## config.mk

```make
export PLATFORM = sky130hd
export DESIGN_NAME = ide_irq_router
export DESIGN_NICKNAME = d
export VERILOG_FILES = /design/src/rtl/ide_irq_pkg.sv /design/src/rtl/ide_irq_sync.sv /design/src/rtl/ide_irq_legacy_match.sv /design/src/rtl/ide_irq_route.sv /design/src/rtl/ide_irq_router.sv
export SDC_FILE = /design/constraint.sdc
export NUM_CORES = 1
export LEC_CHECK = 0
export BUFFER_PORTS_ARGS = -buffer_cell sky130_fd_sc_hd__buf_4
export CAP_MARGIN = 10
export CELL_PAD_IN_SITES_DETAIL_PLACEMENT = 1
export CELL_PAD_IN_SITES_GLOBAL_PLACEMENT = 1
export CORE_MARGIN = 2
export CORE_UTILIZATION = 26
export DETAILED_ROUTE_END_ITERATION = 7
export GPL_TIMING_DRIVEN = 0
export PLACE_DENSITY_LB_ADDON = 0.1
export SLEW_MARGIN = 20
export SYNTH_ARGS = -nofsm -noshare
export SYNTH_HDL_FRONTEND = slang
export SYNTH_HIERARCHICAL = 1
export SYNTH_SLANG_ARGS = --single-unit
```

## constraint.sdc

```tcl
create_clock -name clk_i -period 1.35 [get_ports clk_i]
set_input_delay 0.135 -clock clk_i [delete_from_list [all_inputs] [get_ports clk_i]]
set_output_delay 0.135 -clock clk_i [all_outputs]
set_load 0.02 [all_outputs]
```

## src/rtl/ide_irq_pkg.sv

```systemverilog
package ide_irq_pkg;
  localparam int NUM_CH = 2;

  typedef struct packed {
    logic irq14;
    logic irq14_oe;
    logic irq15;
    logic irq15_oe;
    logic inta_oe;
    logic intb_oe;
  } pin_route_t;
endpackage

```

## src/rtl/ide_irq_sync.sv

```systemverilog
module ide_irq_sync #(
  parameter int W      = 2,
  parameter int STAGES = 2
) (
  input  logic         clk_i,
  input  logic         rst_ni,
  input  logic [W-1:0] d_i,
  output logic [W-1:0] q_o
);
  generate
    if (STAGES == 0) begin : g_bypass
      assign q_o = d_i;
    end else begin : g_chain
      logic [STAGES-1:0][W-1:0] stage_q;
      always_ff @(posedge clk_i or negedge rst_ni) begin
        if (!rst_ni) begin
          stage_q <= '0;
        end else begin
          stage_q[0] <= d_i;
          for (int i = 1; i < STAGES; i++) stage_q[i] <= stage_q[i-1];
        end
      end
      assign q_o = stage_q[STAGES-1];
    end
  endgenerate
endmodule

```

## src/rtl/ide_irq_legacy_match.sv

```systemverilog
module ide_irq_legacy_match #(
  parameter int                          NUM_CH  = 2,
  parameter int                          BASE_W  = 16,
  parameter logic [NUM_CH*BASE_W-1:0]    LEGACY  = '0
) (
  input  logic [NUM_CH*BASE_W-1:0] base_i,
  input  logic [NUM_CH-1:0]        dec_en_i,
  output logic [NUM_CH-1:0]        at_legacy_o
);
  generate
    for (genvar c = 0; c < NUM_CH; c++) begin : g_ch
      assign at_legacy_o[c] = dec_en_i[c] &&
        (base_i[c*BASE_W +: BASE_W] == LEGACY[c*BASE_W +: BASE_W]);
    end
  endgenerate
endmodule

```

## src/rtl/ide_irq_route.sv

```systemverilog
module ide_irq_route
  import ide_irq_pkg::*;
(
  input  logic       chip_en_i,
  input  logic       header_i,
  input  logic [1:0] at_legacy_i,
  input  logic [1:0] mask_i,
  input  logic [1:0] irq_i,
  output pin_route_t route_o
);
  logic [1:0] live;
  assign live = irq_i & ~mask_i;

  always_comb begin
    route_o = '0;
    if (chip_en_i) begin
      if (!header_i) begin
        route_o.inta_oe = live[0];
        route_o.intb_oe = live[1];
      end else begin
        route_o.irq14_oe = at_legacy_i[0] & ~mask_i[0];
        route_o.irq14    = at_legacy_i[0] & live[0];
        route_o.irq15_oe = at_legacy_i[1] & ~mask_i[1];
        route_o.irq15    = at_legacy_i[1] & live[1];
        unique case (at_legacy_i)
          2'b00:   route_o.inta_oe = (irq_i[0] | irq_i[1]) & ~mask_i[0] & ~mask_i[1];
          2'b10:   route_o.inta_oe = live[0];
          2'b01:   route_o.inta_oe = live[1];
          default: route_o.inta_oe = 1'b0;
        endcase
      end
    end
  end
endmodule

```

## src/rtl/ide_irq_router.sv

```systemverilog
module ide_irq_router
  import ide_irq_pkg::*;
#(
  parameter int               BASE_W      = 16,
  parameter logic [BASE_W-1:0] PRI_BASE   = 16'h01F0,
  parameter logic [BASE_W-1:0] SEC_BASE   = 16'h0170,
  parameter int               SYNC_STAGES = 2
) (
  input  logic              clk_i,
  input  logic              rst_ni,
  input  logic              chip_en_i,
  input  logic              header_i,
  input  logic [BASE_W-1:0] ch0_base_i,
  input  logic [BASE_W-1:0] ch1_base_i,
  input  logic [1:0]        ch_dec_en_i,
  input  logic [1:0]        ch_mask_i,
  input  logic [1:0]        ch_irq_i,
  output logic              irq14_o,
  output logic              irq14_oe_o,
  output logic              irq15_o,
  output logic              irq15_oe_o,
  output logic              inta_oe_o,
  output logic              intb_oe_o,
  output logic [1:0]        pend_o
);
  localparam logic [NUM_CH*BASE_W-1:0] LEGACY_MAP = {SEC_BASE, PRI_BASE};

  logic [NUM_CH-1:0] irq_s;
  logic [NUM_CH-1:0] at_legacy;
  pin_route_t        route_d, route_q;
  logic [NUM_CH-1:0] pend_q;

  ide_irq_sync #(.W(NUM_CH), .STAGES(SYNC_STAGES)) u_sync (
    .clk_i  (clk_i),
    .rst_ni (rst_ni),
    .d_i    (ch_irq_i),
    .q_o    (irq_s)
  );

  ide_irq_legacy_match #(.NUM_CH(NUM_CH), .BASE_W(BASE_W), .LEGACY(LEGACY_MAP)) u_match (
    .base_i      ({ch1_base_i, ch0_base_i}),
    .dec_en_i    (ch_dec_en_i),
    .at_legacy_o (at_legacy)
  );

  ide_irq_route u_route (
    .chip_en_i   (chip_en_i),
    .header_i    (header_i),
    .at_legacy_i (at_legacy),
    .mask_i      (ch_mask_i),
    .irq_i       (irq_s),
    .route_o     (route_d)
  );

  // registered pins: no glitch while config fields move
  always_ff @(posedge clk_i or negedge rst_ni) begin
    if (!rst_ni) begin
      route_q <= '0;
      pend_q  <= '0;
    end else begin
      route_q <= route_d;
      pend_q  <= irq_s;
    end
  end

  assign irq14_o    = route_q.irq14;
  assign irq14_oe_o = route_q.irq14_oe;
  assign irq15_o    = route_q.irq15;
  assign irq15_oe_o = route_q.irq15_oe;
  assign inta_oe_o  = route_q.inta_oe;
  assign intb_oe_o  = route_q.intb_oe;
  assign pend_o     = pend_q;
endmodule

```

# After elaboration in Yosys (flattened, before gate mapping)

Index checks and enable logic that the tools add are counted.

Register bits: 12
Logic and storage cells: 32

Equality and inequality tests: 4
Mux-type cells: 5
Bitwise operators: 11
Reduce and logical (&&, ||, !) cells: 3

Operators with widths:

| cell                | count |
|---|---|
| $eq 16x9->1 const B | 2 |
| $and 1x1->1         | 6 |
| $mux 6              | 1 |
| $mux 4              | 1 |
| $pmux 1 s3          | 1 |
| $and 2x2->2         | 1 |
| $eq 2x1->1 const B  | 1 |
| $eq 2x2->1 const B  | 1 |
| $logic_and 1x1->1   | 2 |
| $logic_not 2->1     | 1 |
| $mux 1              | 2 |
| $not 1->1           | 2 |
| $not 2->2           | 1 |
| $or 1x1->1          | 1 |

# Logic depth before layout (Yosys ltp)

Gate-level depths: netlist (run 1).

Depth in word-level cells: 6
Gate-level depth with buffers: 6
Depth with buffers taken out: 6

# Modules after synthesis

Netlist (run 1), hierarchy kept.

Modules (own cells, without submodules):

| module               | instances | cells each | area each (µm²) |
|---|---|---|---|
| ide_irq_router       | 1         | 8          | 200.2 |
| ide_irq_sync         | 1         | 6          | 115.1 |
| ide_irq_legacy_match | 1         | 12         | 111.4 |
| ide_irq_route        | 1         | 13         | 101.3 |

# Worst setup path before layout (run 1)

No wires, ideal clock.

Kind: input to register
Start: in ch1_base_i[11]
End: reg route_q (netlist bit inta_oe_o)
Setup time: 0.128 ns
Arrival: 1.079 ns
Path slack: 0.143 ns
Cell stages on the path: 6
Buffers on the path: 0
Cell sequence: nor4b_1 > nand4b_1 > nor4_2 > and4bb_1 > o21ai_0 > a21boi_1

RTL lines:

| element              | line                 | text |
|---|---|---|
| from (decl)          | ide_irq_router.sv:14 | `input logic [BASE_W-1:0] ch1_base_i,` |
| to (signal assigned) | ide_irq_router.sv:61 | `route_q <= route_d;` |
| to (decl)            | ide_irq_router.sv:30 | `pin_route_t route_d, route_q;` |

==> results of run 1 <==
final cells by class:
cell class	count	area (µm²)
flip-flops and latches	12	300
multi-input cells	24	233
plain buffers	2	15.0
clock buffers	4	36.3
fillers	233	922
inverters	1	3.75
well taps	27	33.8
repair buffers	52	398
cells in the final DEF (no fill, tap or decap), types with 2 or more instances in the layout:
master and instances:
and2_1 2, buf_4 51, clkbuf_4 3, dfrtp_1 12, dlygate4sd3_1 3, nand2_1 3
nor3b_2 2, nor4b_2 2
layer usage:
layer	wire length, µm	up-vias	global-route usage [%]
li1	-	259	-
met1	709	260	17.2
met3	165	8	3.99
met5	0	-	0
met4	72	0	11.9
met2	734	48	24.3
kinds of logic (layout without fill, tap and decap cells):
logic type,Yosys count,after routing,synth area share (%)
buffers and inverters,3,59,3.55
DFF,12,12,56.9
and+or+nand+nor,21,21,35.5
AOI/OAI and AO/OA,3,3,4.03
through the flow:
stage                     setup WS (ns)  TNS (ns)
after floorplan                   0.143         0
after global placement           -0.161    -0.339
after detailed placement         -0.179    -0.484
after CTS                         0.105         0
after global routing             0.0173         0
final                             0.137         0
flip-flops by register name, indices dropped and copies added, names as in the netlist:
name,count
irq14_o,1
irq15_o,1
intb_oe_o,1
u_sync/g_chain.stage_q,2
pend_o,2
irq14_oe_o,1
irq15_oe_o,1
inta_oe_o,1
u_sync/q_o,2
worst max-delay path, stage by stage:
cell	delay (ns)
buf_4	0.11
nor4b_2	0.27
nand4_1	0.18
nor4b_4	0.29
nor3b_2	0.26
and2_1	0.17
where the power goes:
| group | total [µW] | internal, µW | switching [µW] |
|---|---|---|---|
| combinational | 155 | 103 | 52.1 |
| clock | 274 | 164 | 110 |
| sequential | 373 | 370 | 3.04 |
| total | 803 | 638 | 165 |
how the worst max path moves through the flow:
stage	to	slack, ns
2_1_floorplan	inta_oe_o$_DFF_PN0_	0.14
3_3_place_gp	inta_oe_o$_DFF_PN0_	-0.16
3_5_place_dp	inta_oe_o$_DFF_PN0_	-0.18
4_1_cts	inta_oe_o$_DFF_PN0_	0.10
5_1_grt	irq14_o$_DFF_PN0_	0.02
6_report	irq14_o$_DFF_PN0_	0.14
timing repair:
item                                   in CTS  in global routing
hold buffers                                3                  0
setup endpoints to repair                   0                  2
endpoints found under the hold margin      14                  0
resized for setup                           0                  3
==> impl_metrics.json, run 1 <==
{
  "outcome": "finished, final reports clean",
  "rsz0062_at_grt": "no",
  "drtIter0Drc": 2,
  "cts_setup_buffers": 0,
  "io_pins": 50,
  "place_area_um2": 930,
  "antennaDiodeCount": 0,
  "ys_seq_elements": 12,
  "via_per_inst": 4.71,
  "track_usage_pct": 15.3,
  "min_from": "ch_mask_i[0]",
  "dieArea_mm2": 0.00241,
  "hold_viol": 0,
  "cts_tree": "done",
  "firstDrtPassIters": 2,
  "hold_ws_ns": 0.0384,
  "crit_path_start_kind": "primary input",
  "final_nets": 138,
  "synth_seq_area_share_pct": 56.9,
  "synthTopCellsByCount": "12 x dfrtp_1, 3 x nand2_1",
  "cts.path.max_buffers": 2,
  "grt_pass1_wl_mm": 2.74,
  "antenna_found_initial": 0,
  "first_global_vias": 644,
  "ctsRootBufferMaster": "clkbuf_4",
  "peakVddDrop_v": 0.000602,
  "final_cell_count_no_fill": 122,
  "syn_area_um2": 528,
  "numCtsBuffers": 3,
  "synth.most_common_cell": "dfrtp_1",
  "ys_warn_count": 6,
  "total_power_uw": 803,
  "synth_edf_count": 0,
  "yosys-top-cells-area": "dfrtp_1 57%, nor4b_2 5.7%, nor3b_2 4.7%, nor4_2 4.7%, buf_4 2.8%",
  "layout_min_cycle_time_ns": 1.21,
  "async_flop_share_pct": 100,
  "area_growth_pct": 93.1,
  "synth_nets": 81,
  "path_max_fanout": 3,
  "reg2regPathDepth": 4,
  "core_area_mm2": 0.00194,
  "final_core_util_pct": 52.5,
  "cp_data_arrival_time_ns": 1.42,
  "hold_path_class": "in -> reg",
  "synth_cells": 39,
  "critPathKind": "in -> reg",
  "yosysUniqueCellTypes": 21,
  "reg2reg_from": "u_sync/q_o[1]$_DFF_PN0_",
  "layout-drive-gt1-share_pct": 67.4,
  "startpoint": "ch0_base_i[9]",
  "design_area_mm2": 0.00102,
  "leakage_uw": 0.000497,
  "worstSetupEndpointType": "flip-flop",
  "synth_flop_cell": "dfrtp_1",
  "worstMarginPinSlew_ns": 0.252,
  "clkSlewWorstSetupHoldPaths_ns": 0.07,
  "gp_congestion": 0.732,
  "port_buffers": 49,
  "yosysTopAreaCell": "dfrtp_1",
  "synth_top_area_share_pct": 56.9,
  "dpl.cell_count": 115,
  "num_rows": 16,
  "ff2ff_setup_slack_ns": 0.40,
  "setup_viol": 0,
  "slew_headroom_pct": 83.0,
  "timing.max_cap.violations": 0,
  "worstSkewPairLatency_ns": 0.27,
  "htreeDepth": 1,
  "fin_skew_ns": 0.000319,
  "grt_max_degree": 13,
  "drtAntennaViolNets": 0,
  "numClockSinks": 12,
  "r2r-end": "inta_oe_o$_DFF_PN0_",
  "vias": 575,
  "min_to": "irq14_oe_o$_DFF_PN0_",
  "fp.dieW_um": 49.1,
  "avgRoutedWirePerCell_um": 13.8,
  "hpwl_mm": 1.39,
  "start_util_pct": 27.2,
  "fin_crit_sh_pct": 89.8,
  "die_y_um": 49.1,
  "syn_avg_cell_area_um2": 13.5,
  "gr-total-overflow": 0,
  "worstPathRequired_ns": 1.55,
  "hold_depth": 2,
  "drv_slew": 0,
  "powerDensity_mw_per_mm2": 787,
  "fmaxAchievable_mhz": 825,
  "drc": 0,
  "wl_mm": 1.68
}
Note: power is estimated with default switching activity, not from simulation.
==> run 2, diff against run 1 <==
--- a/config.mk
+++ b/config.mk
@@ -13,7 +13,7 @@
 export CORE_UTILIZATION = 26
 export DETAILED_ROUTE_END_ITERATION = 7
 export GPL_TIMING_DRIVEN = 0
-export PLACE_DENSITY_LB_ADDON = 0.1
+export PLACE_DENSITY = 0.9
 export SLEW_MARGIN = 20
 export SYNTH_ARGS = -nofsm -noshare
 export SYNTH_HDL_FRONTEND = slang
==> impl_metrics.json, run 2 (synthesized netlist as in run 1, its figures left out) <==
{
  "drtAntennaViolNets": 0,
  "dpl.cell_count": 115,
  "leakage_uw": 0.000490,
  "peakVddDrop_v": 0.000296,
  "final_cell_mix": "51 x buf_4, 12 x dfrtp_1",
  "worstPathRequired_ns": 1.49,
  "drtIter0Drc": 3,
  "cts_tree": "done",
  "drv_slew": 0,
  "worstSkewPairLatency_ns": 0.26,
  "core_area_mm2": 0.00194,
  "antenna_found_initial": 0,
  "place_area_um2": 930,
  "fin_skew_ns": 0.00247,
  "numCtsBuffers": 3,
  "port_buffers": 49,
  "grt_pass1_wl_mm": 2.55,
  "htreeDepth": 1,
  "layout_min_cycle_time_ns": 1.23,
  "worstMarginPinSlew_ns": 0.312,
  "hold_path_class": "in -> reg",
  "hpwl_mm": 1.33,
  "design_area_mm2": 0.00101,
  "critPathKind": "in -> reg",
  "die_y_um": 49.1,
  "track_usage_pct": 14.3,
  "crit_path_start_kind": "primary input",
  "rsz0062_at_grt": "no",
  "path_max_fanout": 3,
  "p_switching_uw": 158,
  "fmaxAchievable_mhz": 815,
  "slew_headroom_pct": 79.1,
  "wl_mm": 1.61,
  "setup_viol": 0,
  "timing.max_cap.violations": 0,
  "hold_viol": 0,
  "io_pins": 50,
  "fill_cells": 236,
  "cts.path.max_buffers": 2,
  "final_nets": 138,
  "p_seq_share_pct": 47.0,
  "outcome": "finished, final reports clean",
  "avgRoutedWirePerCell_um": 13.2,
  "gr-total-overflow": 0,
  "total_power_uw": 795,
  "cts_setup_buffers": 0,
  "combPwrFrac_pct": 19.5,
  "first_global_vias": 602,
  "dieArea_mm2": 0.00241,
  "ctsRootBufferMaster": "clkbuf_4",
  "num_rows": 16,
  "internal_power_uw": 637,
  "fp.dieW_um": 49.1,
  "via_per_inst": 4.52,
  "area_growth_pct": 91.5,
  "gp_congestion": 0.702,
  "drc": 0,
  "switching_share_pct": 19.9,
  "final_cell_count_no_fill": 122,
  "layout-drive-gt1-share_pct": 67.4,
  "timing.final.ws_setup_ns": 0.123,
  "fin_crit_sh_pct": 90.9,
  "worstSetupEndpointType": "flip-flop",
  "clockPowerShare_pct": 33.5,
  "vias": 552,
  "numClockSinks": 12,
  "antennaDiodeCount": 0,
  "place_ws_ns": -0.217,
  "grt_max_degree": 13,
  "final_common_cell": "buf_4",
  "start_util_pct": 27.2,
  "clkSlewWorstSetupHoldPaths_ns": 0.07,
  "firstDrtPassIters": 3,
  "cp_data_arrival_time_ns": 1.37,
  "powerDensity_mw_per_mm2": 786
}
-- run 2: cell count changes in the layout (fill, tap and decap cells not counted) --
| cell | delta |
|---|---|
| nor4b_2 | +1 |
| nor4b_4 | -1 |
-- run 2: final cells by class --
cell class	count	area [µm²]	area share (%)
multi-input combinational	24	224	22.2
tap	27	33.8	3.34
sequential	12	300	29.7
timing repair buffer	52	398	39.4
inverter	1	3.75	0.371
buffer	2	15.0	1.49
clock buffer	4	36.3	3.59
-- run 2: timing repair --
item / CTS / global route
endpoints found under the setup margin: 0 / 2
hold buffers: 3 / 0
resized for setup: 0 / 2
hold endpoints to repair: 14 / 0
-- run 2: through the flow --
stage / hold WS [ns] / utilization (%) / TNS (ns)
floorplan: -0.161 / - / 0
global placement: -0.0255 / 47.9 / -0.221
detailed placement: -0.0252 / 47.9 / -0.481
CTS: 0.0318 / 51.3 / 0
global route: 0.0141 / 52.1 / 0
finish: 0.0382 / 52.1 / 0
-- run 2: final timing paths --
| check | start | slack [ns] | depth (start not counted) | end |
|---|---|---|---|---|
| max in group asynchronous | rst_ni | 0.96 | 2 | irq15_oe_o$_DFF_PN0_ |
| worst max-delay path | ch1_base_i[1] | 0.12 | 7 | inta_oe_o$_DFF_PN0_ |
| min in group asynchronous | rst_ni | 0.25 | 2 | u_sync/g_chain.stage_q[1]$_DFF_PN0_ |
| worst max register to register | u_sync/q_o[1]$_DFF_PN0_ | 0.36 | 4 | inta_oe_o$_DFF_PN0_ |
| worst min register to register | u_sync/g_chain.stage_q[1]$_DFF_PN0_ | 0.36 | 0 | u_sync/q_o[1]$_DFF_PN0_ |
| worst min-delay path | ch_mask_i[0] | 0.04 | 2 | irq14_oe_o$_DFF_PN0_ |
-- run 2: routing by layer --
layer  share of wire, %  GRT usage (%)  vias to the layer above
li1                   -              -                      258
met1                 32           14.3                      262
met2                 59           26.8                       30
met3                7.7           4.60                        2
met4                1.2           5.71                        0
met5                  0              0                        -
-- run 2: critical path: stages --
cell and delay [ns]:
buf_4 0.11, nor4_1 0.29, nand4b_1 0.19, nor4_4 0.23, and4bb_1 0.25, o21ai_0 0.08, a21boi_1 0.09
-- run 2: power by group through the flow --
stage,Combinational (µW),Sequential (µW),Clock (µW)
2_1_floorplan,21.6,387,0
3_3_place_gp,140,380,0
3_5_place_dp,145,380,0
4_1_cts,152,374,276
5_1_grt,167,375,305
6_report,155,374,266
==> run 3, diff against run 2 <==
--- a/config.mk
+++ b/config.mk
@@ -10,12 +10,11 @@
 export CELL_PAD_IN_SITES_DETAIL_PLACEMENT = 1
 export CELL_PAD_IN_SITES_GLOBAL_PLACEMENT = 1
 export CORE_MARGIN = 2
-export CORE_UTILIZATION = 26
+export CORE_UTILIZATION = 25
 export DETAILED_ROUTE_END_ITERATION = 7
 export GPL_TIMING_DRIVEN = 0
 export PLACE_DENSITY = 0.9
 export SLEW_MARGIN = 20
 export SYNTH_ARGS = -nofsm -noshare
 export SYNTH_HDL_FRONTEND = slang
-export SYNTH_HIERARCHICAL = 1
 export SYNTH_SLANG_ARGS = --single-unit
==> impl_metrics.json, run 3 <==
{
  "worstPathCellList": "buf_4 -> nor4_2 -> nand3_2 -> or4_4 -> nor2_1",
  "switching_share_pct": 20.6,
  "fmaxAchievable_mhz": 892,
  "synth_cells": 42,
  "layout_min_cycle_time_ns": 1.12,
  "gr-total-overflow": 0,
  "cp_slowest_cell": "or4_4",
  "route.met3.wl_um": 123,
  "cp_data_arrival_time_ns": 1.32,
  "ys_seq_elements": 12,
  "firstDrtPassIters": 4,
  "startpoint": "ch1_base_i[1]",
  "vias": 565,
  "dieArea_mm2": 0.00240,
  "met2_length_um": 983,
  "reg2reg_from": "u_sync.q_o[1]$_DFF_PN0_",
  "htreeDepth": 1,
  "via_per_inst": 4.52,
  "wl_met1_um": 504,
  "wl_mm": 1.64,
  "combPwrFrac_pct": 18.7,
  "outcome": "finished, final reports clean",
  "min_from": "ch_mask_i[1]",
  "worstMarginPinSlew_ns": 0.250,
  "final_cell_count_no_fill": 125,
  "synth_top_area_share_pct": 59.4,
  "track_usage_pct": 15.4,
  "cts.path.max_buffers": 2,
  "synth_seq_area_share_pct": 59.4,
  "critical-path-max-stage-delay_ns": 0.54,
  "hpwl_mm": 1.41,
  "hold_viol": 0,
  "io_pins": 50,
  "num_rows": 16,
  "setup_viol": 0,
  "area_growth_pct": 92.6,
  "hold_path_class": "in -> reg",
  "slew_headroom_pct": 83.2,
  "antennaDiodeCount": 0,
  "path_max_fanout": 4,
  "syn_area_um2": 505,
  "fin_skew_ns": 0.00618,
  "numCtsBuffers": 3,
  "first_global_vias": 647,
  "drtAntennaViolNets": 0,
  "cts_tree": "done",
  "rsz0062_at_grt": "no",
  "final_common_cell": "buf_4",
  "gp_congestion": 0.770,
  "yosys-top-cells-area": "dfrtp_1 59%, nor3_1 4.0%, nor4_2 2.5%, nand2_1 2.2%, nor2_1 2.2%",
  "antenna_found_initial": 0,
  "grt_max_degree": 13,
  "final_nets": 141,
  "p_seq_share_pct": 47.1,
  "clockPowerShare_pct": 34.3,
  "design_area_um2": 973,
  "yosysUniqueCellTypes": 24,
  "crit_path_start_kind": "primary input",
  "die_y_um": 49.0,
  "peakVddDrop_v": 0.000441,
  "p_switching_uw": 165,
  "synth_edf_count": 0,
  "ys_warn_count": 0,
  "syn_avg_cell_area_um2": 12.0,
  "cp.buffers_inverters": 1,
  "final_cell_mix": "49 x buf_4, 12 x dfrtp_1, 4 x nor3_1",
  "worstPathRequired_ns": 1.54,
  "core_area_mm2": 0.00194,
  "leakage_uw": 0.000480,
  "synth_flop_cell": "dfrtp_1",
  "drc": 0,
  "synth_nets": 84,
  "timing.max_cap.violations": 0,
  "avgRoutedWirePerCell_um": 13.1,
  "fp.dieW_um": 49.0,
  "route.top_layer_used": "met4",
  "layout-drive-gt1-share_pct": 58.2,
  "place_area_um2": 907,
  "drtIter0Drc": 7,
  "worstSetupEndpointType": "flip-flop",
  "synth.most_common_cell": "dfrtp_1",
  "crit_family": "simple AND/OR/NAND/NOR gates",
  "worstSkewPairLatency_ns": 0.27,
  "post_cts_resized": 0,
  "numClockSinks": 12,
  "hold_ws_ns": 0.0511,
  "yosysTopAreaCell": "dfrtp_1",
  "grt_pass1_wl_mm": 2.76,
  "final_core_util_pct": 50.1,
  "ctsRootBufferMaster": "clkbuf_4",
  "dpl.cell_count": 118,
  "internal_power_uw": 635,
  "critPathKind": "in -> reg",
  "drv_slew": 0,
  "start_util_pct": 26.0,
  "synthTopCellsByCount": "12 x dfrtp_1, 4 x nor3_1, 3 x nand2_1, 3 x nor2_1",
  "fill_cells": 231,
  "fin_crit_sh_pct": 83.1,
  "port_buffers": 49,
  "async_flop_share_pct": 100,
  "powerDensity_mw_per_mm2": 822,
  "clkSlewWorstSetupHoldPaths_ns": 0.07
}
[run 3: cell count changes in the layout (fill, tap and decap cells not counted), moves of 2 or more]
cell and change:
buf_4 -2, nor4b_2 -3, nor3_1 +4, nor3b_2 -2
nor2_1 +2
[run 3: layer usage]
layer | GRT usage (%) | vias to the layer above
met2 | 31.7 | 35
met4 | 6.19 | 0
met5 | 0 | -
met3 | 4.91 | 2
met1 | 13.3 | 259
li1 | - | 269
[run 3: final timing paths]
check / cells past startpoint / slack, ns / end
worst min-delay path: 2 / 0.05 / irq15_oe_o$_DFF_PN0_
max in group asynchronous: 2 / 0.95 / intb_oe_o$_DFF_PN0_
worst min register to register: 0 / 0.35 / u_sync.q_o[0]$_DFF_PN0_
worst max-delay path: 5 / 0.23 / irq15_o$_DFF_PN0_
min in group asynchronous: 2 / 0.25 / pend_o[0]$_DFF_PN0_
worst max register to register: 4 / 0.32 / inta_oe_o$_DFF_PN0_
[run 3: cell families (layout without fill, tap and decap cells)]
family	count (synthesis)	count (layout)	share of synthesized area [%]
buffers and inverters	0	56	0
muxes	1	1	1.98
DFF	12	12	59.4
AOI/OAI and AO/OA	5	5	7.18
and+or+nand+nor	24	24	31.4
[run 3: final cells by class]
cell class	count	area, µm²	area share [%]
Sequential cell	12	300	30.8
Clock buffer	4	36.3	3.73
Timing Repair Buffer	52	398	40.9
Tap cell	27	33.8	3.47
Multi-Input combinational cell	30	205	21.1
[run 3: worst reg2reg max path, stage by stage, from the launching register on]
cell	delay, ns
dfrtp_1	0.42
o21ai_0	0.19
o31ai_1	0.09
mux2i_1	0.14
a21oi_1	0.08
[run 3: metrics by stage]
| step | TNS, ns | power (µW) | setup WS [ns] |
|---|---|---|---|
| 2_1_floorplan | 0 | 411 | 0.148 |
| 3_3_place_gp | -0.0363 | 520 | -0.0148 |
| 3_5_place_dp | -0.119 | 527 | -0.0521 |
| 4_1_cts | 0 | 813 | 0.227 |
| 5_1_grt | 0 | 842 | 0.141 |
| 6_report | 0 | 800 | 0.228 |
[run 3: what timing repair did]
action,CTS,global route
hold buffers,3,0
endpoints found under the hold margin,14,0
buffers inserted,0,0
[run 3: power groups by stage]
stage	Combinational (µW)	Clock (µW)	Sequential, µW
2_1_floorplan	21.1	0	390
3_3_place_gp	137	0	383
4_1_cts	151	285	377
5_1_grt	163	301	378
3_5_place_dp	144	0	383
6_report	149	274	376
